<file path="config.mk">
export PLATFORM = sky130hd
export DESIGN_NAME = loopback_selftest
export DESIGN_NICKNAME = d
export VERILOG_FILES = /design/src/rtl/lbt_pkg.sv /design/src/rtl/lbt_watchdog.sv /design/src/rtl/lbt_compare.sv /design/src/rtl/lbt_report.sv /design/src/rtl/loopback_selftest.sv
export SDC_FILE = /design/constraint.sdc
export NUM_CORES = 1
export LEC_CHECK = 0
export ABC_AREA = 1
export CORE_MARGIN = 2
export CORE_UTILIZATION = 30
export CTS_CLUSTER_SIZE = 16
export DETAILED_ROUTE_END_ITERATION = 10
export GPL_TIMING_DRIVEN = 1
export PLACE_DENSITY_LB_ADDON = 0.3
export SLEW_MARGIN = 5
export SYNTH_ARGS = -nofsm -noshare
export SYNTH_HDL_FRONTEND = slang
export SYNTH_HIERARCHICAL = 1
export SYNTH_SLANG_ARGS = --single-unit
</file>
<file path="constraint.sdc">
create_clock -name clk -period 1.5 [get_ports clk]
set_input_delay 0.3 -clock clk [delete_from_list [all_inputs] [get_ports clk]]
set_output_delay 0.3 -clock clk [all_outputs]
set_load 0.02 [all_outputs]
</file>
<file path="src/rtl/lbt_pkg.sv">
package lbt_pkg;
   typedef struct packed {
      logic flag_err;
      logic no_echo;
      logic mismatch;
      logic timeout;
   } fail_cause_t;

   localparam int FLAG_N = 4;
endpackage

</file>
<file path="src/rtl/lbt_watchdog.sv">
module lbt_watchdog #(
   parameter int LIM_A = 24,
   parameter int LIM_B = 48
) (
   input  logic clk,
   input  logic rst_n,
   input  logic clear,
   input  logic active,
   input  logic rev_b,
   output logic expired
);
   localparam int LIM_MAX = (LIM_A > LIM_B) ? LIM_A : LIM_B;
   localparam int CW      = $clog2(LIM_MAX + 1);

   if (LIM_A < 1) begin : g_bad_lim_a
      $error("lbt_watchdog: LIM_A must be at least 1");
   end
   if (LIM_B < 1) begin : g_bad_lim_b
      $error("lbt_watchdog: LIM_B must be at least 1");
   end

   logic [CW-1:0] cnt;
   logic [CW-1:0] lim_sel;

   if (LIM_A == LIM_B) begin : g_one_limit
      assign lim_sel = CW'(LIM_A);
      logic unused_rev;
      assign unused_rev = rev_b;
   end else begin : g_two_limits
      assign lim_sel = rev_b ? CW'(LIM_B) : CW'(LIM_A);
   end

   always_ff @(posedge clk) begin
      if (!rst_n) begin
         cnt <= '0;
      end else if (clear) begin
         cnt <= '0;
      end else if (active && (cnt < CW'(LIM_MAX))) begin
         cnt <= cnt + 1'b1;
      end
   end

   assign expired = (cnt >= lim_sel);


   wd_clear_chk: assert property (@(posedge clk) disable iff (!rst_n)
      clear |=> (cnt == '0));


   wd_idle_chk: assert property (@(posedge clk) disable iff (!rst_n)
      (!active && !clear) |=> $stable(cnt));
endmodule

</file>
<file path="src/rtl/lbt_compare.sv">
module lbt_compare #(
   parameter int DATA_W = 16
) (
   input  logic              clk,
   input  logic              rst_n,
   input  logic              clear,
   input  logic              tx_stb,
   input  logic [DATA_W-1:0] tx_word,
   input  logic              rx_stb,
   input  logic [DATA_W-1:0] rx_word,
   output logic              no_echo,
   output logic              mismatch
);
   if (DATA_W < 1) begin : g_bad_w
      $error("lbt_compare: DATA_W must be at least 1");
   end

   logic [DATA_W-1:0] last_tx;
   logic [DATA_W-1:0] last_rx;
   logic [DATA_W-1:0] diff;
   logic              seen;

   always_ff @(posedge clk) begin
      if (!rst_n) begin
         last_tx <= '0;
         last_rx <= '0;
         seen    <= 1'b0;
      end else begin
         if (tx_stb) last_tx <= tx_word;
         if (rx_stb) last_rx <= rx_word;
         if (clear || tx_stb) seen <= 1'b0;
         else if (rx_stb)     seen <= 1'b1;
      end
   end

   for (genvar b = 0; b < DATA_W; b++) begin : g_bit
      assign diff[b] = last_tx[b] ^ last_rx[b];
   end

   assign no_echo  = !seen;
   assign mismatch = seen && (|diff);


   echo_seen_chk: assert property (@(posedge clk) disable iff (!rst_n)
      (rx_stb && !tx_stb && !clear) |=> !no_echo);


   cmp_track_chk: assert property (@(posedge clk) disable iff (!rst_n)
      (rx_stb && !tx_stb && !clear && (rx_word == last_tx)) |=> !mismatch);
endmodule

</file>
<file path="src/rtl/lbt_report.sv">
module lbt_report
   import lbt_pkg::*;
(
   input  logic              clk,
   input  logic              rst_n,
   input  logic              clear,
   input  logic              rx_stb,
   input  logic [FLAG_N-1:0] rx_flags,
   input  logic              no_echo,
   input  logic              mismatch,
   input  logic              expired,
   input  logic              msg_end,
   input  logic              irq_en,
   output logic              status_fail,
   output logic              status_done,
   output logic              irq
);
   logic        flag_err;
   fail_cause_t cause;
   logic        fail_now;

   always_ff @(posedge clk) begin
      if (!rst_n) begin
         flag_err <= 1'b0;
      end else if (clear) begin
         flag_err <= 1'b0;
      end else if (rx_stb && (|rx_flags)) begin
         flag_err <= 1'b1;
      end
   end

   assign cause = '{flag_err: flag_err, no_echo: no_echo,
                    mismatch: mismatch, timeout: expired};
   assign fail_now = |cause;

   always_ff @(posedge clk) begin
      if (!rst_n) begin
         status_fail <= 1'b0;
         status_done <= 1'b0;
         irq         <= 1'b0;
      end else begin
         status_done <= msg_end;
         irq         <= msg_end && fail_now && irq_en;
         if (msg_end) status_fail <= fail_now;
      end
   end


   flag_sticky_chk: assert property (@(posedge clk) disable iff (!rst_n)
      (rx_stb && (|rx_flags) && !clear) |=> flag_err);


   done_timing_chk: assert property (@(posedge clk) disable iff (!rst_n)
      msg_end |=> status_done);


   fail_hold_chk: assert property (@(posedge clk) disable iff (!rst_n)
      !status_done |-> $stable(status_fail));


   irq_cause_chk: assert property (@(posedge clk) disable iff (!rst_n)
      irq |-> (status_done && status_fail));
endmodule

</file>
<file path="src/rtl/loopback_selftest.sv">
module loopback_selftest #(
   parameter int DATA_W = 16,
   parameter int LIM_A  = 24,
   parameter int LIM_B  = 48
) (
   input  logic              clk,
   input  logic              rst_n,
   input  logic              msg_start,
   input  logic              msg_end,
   input  logic              rev_b,
   input  logic              irq_en,
   input  logic              tx_active,
   input  logic              tx_strobe,
   input  logic [DATA_W-1:0] tx_word,
   input  logic              rx_valid,
   input  logic [DATA_W-1:0] rx_word,
   input  logic              rx_sync_err,
   input  logic              rx_enc_err,
   input  logic              rx_cnt_err,
   input  logic              rx_par_err,
   output logic              status_fail,
   output logic              status_done,
   output logic              irq
);
   import lbt_pkg::*;

   logic              no_echo;
   logic              mismatch;
   logic              expired;
   logic [FLAG_N-1:0] flags;

   assign flags = {rx_par_err, rx_cnt_err, rx_enc_err, rx_sync_err};

   lbt_watchdog #(.LIM_A(LIM_A), .LIM_B(LIM_B)) u_wd (
      .clk     (clk),
      .rst_n   (rst_n),
      .clear   (msg_start),
      .active  (tx_active),
      .rev_b   (rev_b),
      .expired (expired)
   );

   lbt_compare #(.DATA_W(DATA_W)) u_cmp (
      .clk      (clk),
      .rst_n    (rst_n),
      .clear    (msg_start),
      .tx_stb   (tx_strobe),
      .tx_word  (tx_word),
      .rx_stb   (rx_valid),
      .rx_word  (rx_word),
      .no_echo  (no_echo),
      .mismatch (mismatch)
   );

   lbt_report u_rep (
      .clk         (clk),
      .rst_n       (rst_n),
      .clear       (msg_start),
      .rx_stb      (rx_valid),
      .rx_flags    (flags),
      .no_echo     (no_echo),
      .mismatch    (mismatch),
      .expired     (expired),
      .msg_end     (msg_end),
      .irq_en      (irq_en),
      .status_fail (status_fail),
      .status_done (status_done),
      .irq         (irq)
   );


   irq_single_chk: assert property (@(posedge clk) disable iff (!rst_n)
      (irq && !msg_end) |=> !irq);


   start_clean_chk: assert property (@(posedge clk) disable iff (!rst_n)
      msg_start |=> !mismatch);
endmodule

</file>
==> results of run 1 <==
==> how the worst min path moves through the flow <==
| stage | slack [ns] | startpoint | endpoint |
|---|---|---|---|
| after CTS | 0.47 | u_rep/flag_err | u_rep/flag_err |
| after detailed placement | 0.46 | u_rep/flag_err | u_rep/flag_err |
| after global placement | 0.45 | u_rep/flag_err | u_rep/flag_err |
| after global routing | 0.49 | u_cmp/last_rx[1] | u_cmp/last_rx[1] |
| final | 0.47 | u_cmp/last_rx[1] | u_cmp/last_rx[1] |
| after floorplan | 0.41 | msg_end | u_rep/status_done |
==> cells in the mapped netlist <==
library cell,number,area (µm²)
nand2_1,40,150
a21oi_1,17,85.1
a31oi_1,1,6.26
nand3_4,1,17.5
nor2_8,1,20.0
nand4_1,1,6.26
inv_2,1,3.75
nand2_4,1,11.3
or2_0,1,6.26
nor2_1,54,203
xnor2_1,10,87.6
dfxtp_1,43,861
nand3_1,1,5.00
o21ai_1,7,35.0
buf_2,4,20.0
inv_1,28,105
buf_4,3,22.5
nand3_2,1,10.0
or2_1,1,6.26
o21ai_0,28,140
nor2_2,3,18.8
clkbuf_2,2,10.0
nor2_4,1,11.3
nand2_2,3,18.8
ha_1,4,50.1
a21oi_2,1,8.76
a21boi_2,1,11.3
==> worst reg2reg max path, delay by kind of cell (launching register included) <==
kind | cells | cell delay, ns
AOI/OAI and AO/OA | 1 | 0.06
and+or+nand+nor | 5 | 0.56
adders and majority gates | 1 | 0.28
buffers and inverters | 2 | 0.07
DFF | 1 | 0.33
==> power groups by stage <==
| stage | Sequential (W) | Combinational, W | Clock (W) |
|---|---|---|---|
| 6_report | 0.00125 | 0.000394 | 0.000723 |
| 3_5_place_dp | 0.00127 | 0.000399 | 0 |
| 4_1_cts | 0.00125 | 0.000397 | 0.000762 |
| 2_1_floorplan | 0.00127 | 0.000200 | 0 |
| 3_3_place_gp | 0.00127 | 0.000395 | 0 |
| 5_1_grt | 0.00125 | 0.000447 | 0.000809 |
==> final cells by class <==
type | instances | area share
multi-input combinational | 178 | 0.346
inverter | 29 | 0.0411
clock buffer | 6 | 0.0312
tap | 77 | 0.0364
sequential | 43 | 0.325
timing repair buffer | 57 | 0.218
clock inverter | 1 | 0.00189
==> kinds of logic after synthesis <==
kind of cell,count (synthesis),share of synthesized area
and+or+nand+nor,109,0.251
AOI/OAI and AO/OA,55,0.148
DFF,43,0.446
buffers and inverters,38,0.0836
xor gates and xnor gates,10,0.0454
adders and majority gates,4,0.0259
==> per-layer routing <==
metal | vias up | routed length, µm | GRT usage
met4 | 0 | 41 | 0.0440
li1 | 918 | - | -
met5 | - | 0 | 0
met2 | 28 | 1980 | 0.224
met3 | 2 | 151 | 0.0334
met1 | 728 | 1880 | 0.144
==> layout by cell type, fill, tap and decap left out, drive strengths merged <==
master and n:
clkinv 1, buf 10, nand2 44, clkbuf 6, clkdlybuf4s50 43, or2 2
o21ai 35, nor2 59, a31oi 1, xnor2 10, dlygate4sd2 4, inv 29
dfxtp 43, a21boi 1, nand3 3, nand4 1, a21oi 18, ha 4
==> metrics by stage <==
stage	utilization	power, W	instances	instance area (µm²)	TNS, ns
floorplan	-	0.00147	259	1930	0
global placement	0.406	0.00167	383	2550	-0.591
detailed placement	0.406	0.00167	383	2550	-0.671
CTS	0.419	0.00241	390	2630	0
global route	0.422	0.00251	391	2650	0
finish	0.422	0.00236	391	2650	0
==> timing repair <==
item	in CTS	in global routing
setup buffers	0	1
setup endpoints to repair	4	2
gates resized for setup	4	3
pin swaps	7	3
hold buffers	0	0
==> state kept, by name, indices dropped and copies added, names as in the netlist <==
register           cells
u_wd/cnt               6
u_cmp/last_rx         16
u_rep/status_fail      1
u_cmp/seen             1
u_rep/flag_err         1
u_rep/irq              1
u_cmp/last_tx         16
u_rep/status_done      1
==> impl_metrics.env, run 1 <==
export IMPL_synth_cells=259
export IMPL_ir_drop_mv=0.420
export IMPL_fmax_mhz=718
export IMPL_ff_latch_area_um2=862
export IMPL_cp_max_fo=2
export IMPL_die_area_um2=7090
export IMPL_rsz0062_at_grt="no"
export IMPL_coreArea_um2=6280
export IMPL_antennaDiodeCount=0
export IMPL_cts_root_buffer="clkbuf_8"
export IMPL_period_minus_slack_ns=1.39
export IMPL_clock_latency_ns=0.28
export IMPL_grt_max_degree=33
export IMPL_grt_overflow=0
export IMPL_whs_ns=0.469
export IMPL_reg2regPathDepth=9
export IMPL_cp_end_kind="register"
export IMPL_syn_area_um2=1930
export IMPL_initial_core_util=0.308
export IMPL_comb_power_share=0.167
export IMPL_cts_path_max_buffers=2
export IMPL_hold_class="reg -> reg"
export IMPL_ys_seq_area_frac=0.446
export IMPL_endpoint="u_rep/status_fail"
export IMPL_finClkSkew_ns=0.00181
export IMPL_power_share_switching=0.243
export IMPL_p_int_w=0.00179
export IMPL_hold_viol_final=0
export IMPL_vias=1676
export IMPL_routedWlPerCell_um=10.4
export IMPL_area_growth_pct=37.2
export IMPL_gp_congestion=0.777
export IMPL_required_ns=1.69
export IMPL_yosysUniqueCellTypes=27
export IMPL_power_leakage_nw=1.12
export IMPL_min_path_cells=2
export IMPL_tightest_slew_ns=0.267
export IMPL_crit_cells=9
export IMPL_syn_nets=308
export IMPL_pre_cts_ws_ns=-0.382
export IMPL_vias_per_cell=4.29
export IMPL_switching_power_w=0.000574
export IMPL_worstSetupStartpoint="u_wd/cnt[3]"
export IMPL_pin_count=48
export IMPL_cpMaxStageDelayCell="dfxtp_2"
export IMPL_start_kind="register"
export IMPL_grt_pass1_vias=1708
export IMPL_cts_buffers=5
export IMPL_setup_ws_ns=0.108
export IMPL_path_cells="inv_1, ha_1, nand3_2, a21oi_1, or2_1, nor2_2, nand4_1, nand2_1, inv_1"
export IMPL_pwr_share_seq=0.527
export IMPL_finalNetCount=363
export IMPL_clock_power_share=0.306
export IMPL_crit_family="simple AND/OR/NAND/NOR gates"
export IMPL_cts_sinks=43
export IMPL_clk_pin_slew_ns=0.08
export IMPL_grt_total_usage=0.126
export IMPL_path_buf_inv=2
export IMPL_drt_pass1_iterations=4
export IMPL_reg2reg_setup_slack_ns=0.11
export IMPL_cts_tree="yes"
export IMPL_setup_viol=0
export IMPL_ys_ff_latch=43
export IMPL_antenna_found_initial=0
export IMPL_h_tree_depth=2
export IMPL_outcome="finished, final reports clean"
export IMPL_multi_input_area_um2=916
export IMPL_die_w_um=84.2
export IMPL_rr_endpoint="u_rep/status_fail"
export IMPL_powerDensity_nw_per_um2=893
export IMPL_cp_arrival_ns=1.58
export IMPL_drive_gt1_frac=0.108
export IMPL_max_stage_delay_ns=0.33
export IMPL_crit_top_cell="inv_1"
export IMPL_avgSynthCellArea_um2=7.45
export IMPL_rows=29
export IMPL_slew_viol_final=0
export IMPL_antenna_left=0
export IMPL_slew_headroom=0.822
export IMPL_fin_crit_sh=0.928
export IMPL_die_h_um=84.2
export IMPL_fillCellCount=666
export IMPL_numPortBuffers=47
export IMPL_r2r_start="u_wd/cnt[3]"
export IMPL_crit_type="reg -> reg"
export IMPL_drcViolationCount=0
export IMPL_max_cap_violations=0
export IMPL_ys_warn_count=6
export IMPL_wirelength_um=4050
export IMPL_hpwl_um=3020
export IMPL_grt_pass1_wl_um=7220
export IMPL_drt_iter0_markers=36
(Power assumes the default switching activity.)
==> inputs of run 2 (changes only) <==
- CORE_MARGIN: 2 -> 8
==> run 2 against run 1 <==
Against the previous run: non-clock buffer count increased by 1; clock skew up 0.0039 ns; worst hold slack improved by 0.0032 ns; global-route usage decreased by 2.3 points; final area grew 0.66%; combinational power barely moved.
==> impl_metrics.env, run 2 (synthesis gave the netlist of run 1 again) <==
export IMPL_area_growth_pct=38.1
export IMPL_p_int_w=0.00192
export IMPL_cts_path_max_buffers=2
export IMPL_grt_overflow=0
export IMPL_cpMaxStageDelayCell="dfxtp_2"
export IMPL_power_share_switching=0.231
export IMPL_path_cells="inv_1, ha_1, nand3_1, a21oi_1, or2_1, nor2_2, nand4_1, nand2_1, inv_1"
export IMPL_tightest_slew_ns=0.246
export IMPL_path_buf_inv=2
export IMPL_numPortBuffers=47
export IMPL_crit_type="reg -> reg"
export IMPL_clock_latency_ns=0.28
export IMPL_die_h_um=96.2
export IMPL_wirelength_um=4350
export IMPL_max_cap_violations=0
export IMPL_die_w_um=96.2
export IMPL_setup_viol=0
export IMPL_fin_crit_sh=0.888
export IMPL_comb_power_share=0.158
export IMPL_routedWlPerCell_um=11.1
export IMPL_die_area_um2=9260
export IMPL_crit_family="simple AND/OR/NAND/NOR gates"
export IMPL_antennaDiodeCount=0
export IMPL_antenna_found_initial=0
export IMPL_cts_buffers=5
export IMPL_cp_arrival_ns=1.52
export IMPL_clk_pin_slew_ns=0.08
export IMPL_crit_top_cell="inv_1"
export IMPL_period_minus_slack_ns=1.33
export IMPL_power_leakage_nw=1.12
export IMPL_clock_power_share=0.343
export IMPL_rsz0062_at_grt="no"
export IMPL_required_ns=1.69
export IMPL_pin_count=48
export IMPL_top_regs="u_cmp/last_rx x16, u_cmp/last_tx x16, u_wd/cnt x6"
export IMPL_cts_sinks=43
export IMPL_pwr_share_seq=0.499
export IMPL_initial_core_util=0.308
export IMPL_drcViolationCount=0
export IMPL_mostFrequentLayoutCells="53 x nor2_1, 43 x clkdlybuf4s50_1, 42 x dfxtp_1"
export IMPL_grt_pass1_wl_um=7450
export IMPL_coreArea_um2=6280
export IMPL_fillCellCount=636
export IMPL_h_tree_depth=2
export IMPL_final_common_cell="nor2_1"
export IMPL_finalNetCount=364
export IMPL_finClkSkew_ns=0.00569
export IMPL_vias_per_cell=4.26
export IMPL_tns_ns=0
export IMPL_drive_gt1_frac=0.108
export IMPL_outcome="finished, final reports clean"
export IMPL_slew_viol_final=0
export IMPL_rows=29
export IMPL_slew_headroom=0.835
export IMPL_drt_iter0_markers=48
export IMPL_powerDensity_nw_per_um2=936
export IMPL_max_stage_delay_ns=0.33
export IMPL_grt_max_degree=33
export IMPL_start_kind="register"
export IMPL_gp_congestion=0.747
export IMPL_vias=1670
export IMPL_grt_total_usage=0.102
export IMPL_hpwl_um=3340
export IMPL_cts_root_buffer="clkbuf_8"
export IMPL_switching_power_w=0.000578
export IMPL_hold_viol_final=0
export IMPL_drt_pass1_iterations=4
export IMPL_antenna_left=0
export IMPL_ir_drop_mv=0.515
export IMPL_fmax_mhz=750
export IMPL_cts_tree="yes"
export IMPL_grt_pass1_vias=1717
export IMPL_cp_end_kind="register"
export IMPL_hold_class="reg -> reg"
export IMPL_cp_max_fo=2
export IMPL_whs_ns=0.472
-- run 2: changes by cell type in the layout (fill, tap and decap cells not counted), sizes merged --
cell and change:
buf +1, bufinv +1, clkinv -1
-- run 2: power groups by stage --
stage	Combinational, W	Clock (W)	Sequential, W
global placement	0.000398	0	0.00127
global route	0.000446	0.000928	0.00126
finish	0.000395	0.000855	0.00125
floorplan	0.000200	0	0.00127
detailed placement	0.000403	0	0.00127
CTS	0.000401	0.000890	0.00125
-- run 2: cell type report --
type / count / area (µm²) / share of cell area
Timing Repair Buffer: 58 / 586 / 0.220
Clock buffer: 6 / 72.6 / 0.0272
Inverter: 29 / 109 / 0.0408
Sequential cell: 43 / 862 / 0.323
Multi-Input combinational cell: 178 / 911 / 0.342
Tap cell: 77 / 96.3 / 0.0361
Clock inverter: 1 / 30.0 / 0.0113
-- run 2: worst min-delay path, delay by kind of cell, from the launching register on --
family | cells | cell delay [ns]
buffers and inverters | 1 | 0.06
flip-flops | 1 | 0.31
AO/OA/AOI/OAI | 1 | 0.06
-- run 2: through the flow --
| step | total power [W] | setup slack [ns] | cells | cell area, µm² | util |
|---|---|---|---|---|---|
| after global routing | 0.00263 | 0.00947 | 392 | 2670 | 0.425 |
| after CTS | 0.00254 | 0.0682 | 391 | 2660 | 0.423 |
| after global placement | 0.00167 | -0.337 | 384 | 2560 | 0.407 |
| after detailed placement | 0.00168 | -0.361 | 384 | 2560 | 0.407 |
| final | 0.00250 | 0.168 | 392 | 2670 | 0.425 |
| after floorplan | 0.00147 | 0.126 | 259 | 1930 | - |
-- run 2: worst paths after layout --
path         slack, ns           endpoint  cells past startpoint        start
max reg2reg       0.17  u_rep/status_fail                      9  u_wd/cnt[3]
min               0.47        u_wd/cnt[1]                      2  u_wd/cnt[1]
max               0.17  u_rep/status_fail                      9  u_wd/cnt[3]
min reg2reg       0.47        u_wd/cnt[1]                      2  u_wd/cnt[1]
-- run 2: what timing repair did --
item                                    CTS  global route
hold buffers                              0             0
setup buffers                             0             1
gates resized for setup                   5             2
endpoints found under the setup margin    4             1
pin swaps                                 4             3
-- run 2: metal layers --
layer / wire length (µm) / track usage / vias up
met2: 2170 / 0.176 / 24
met3: 202 / 0.0265 / 5
met1: 1900 / 0.116 / 723
met4: 73 / 0.0461 / 0
li1: - / - / 918
met5: 0 / 0 / -
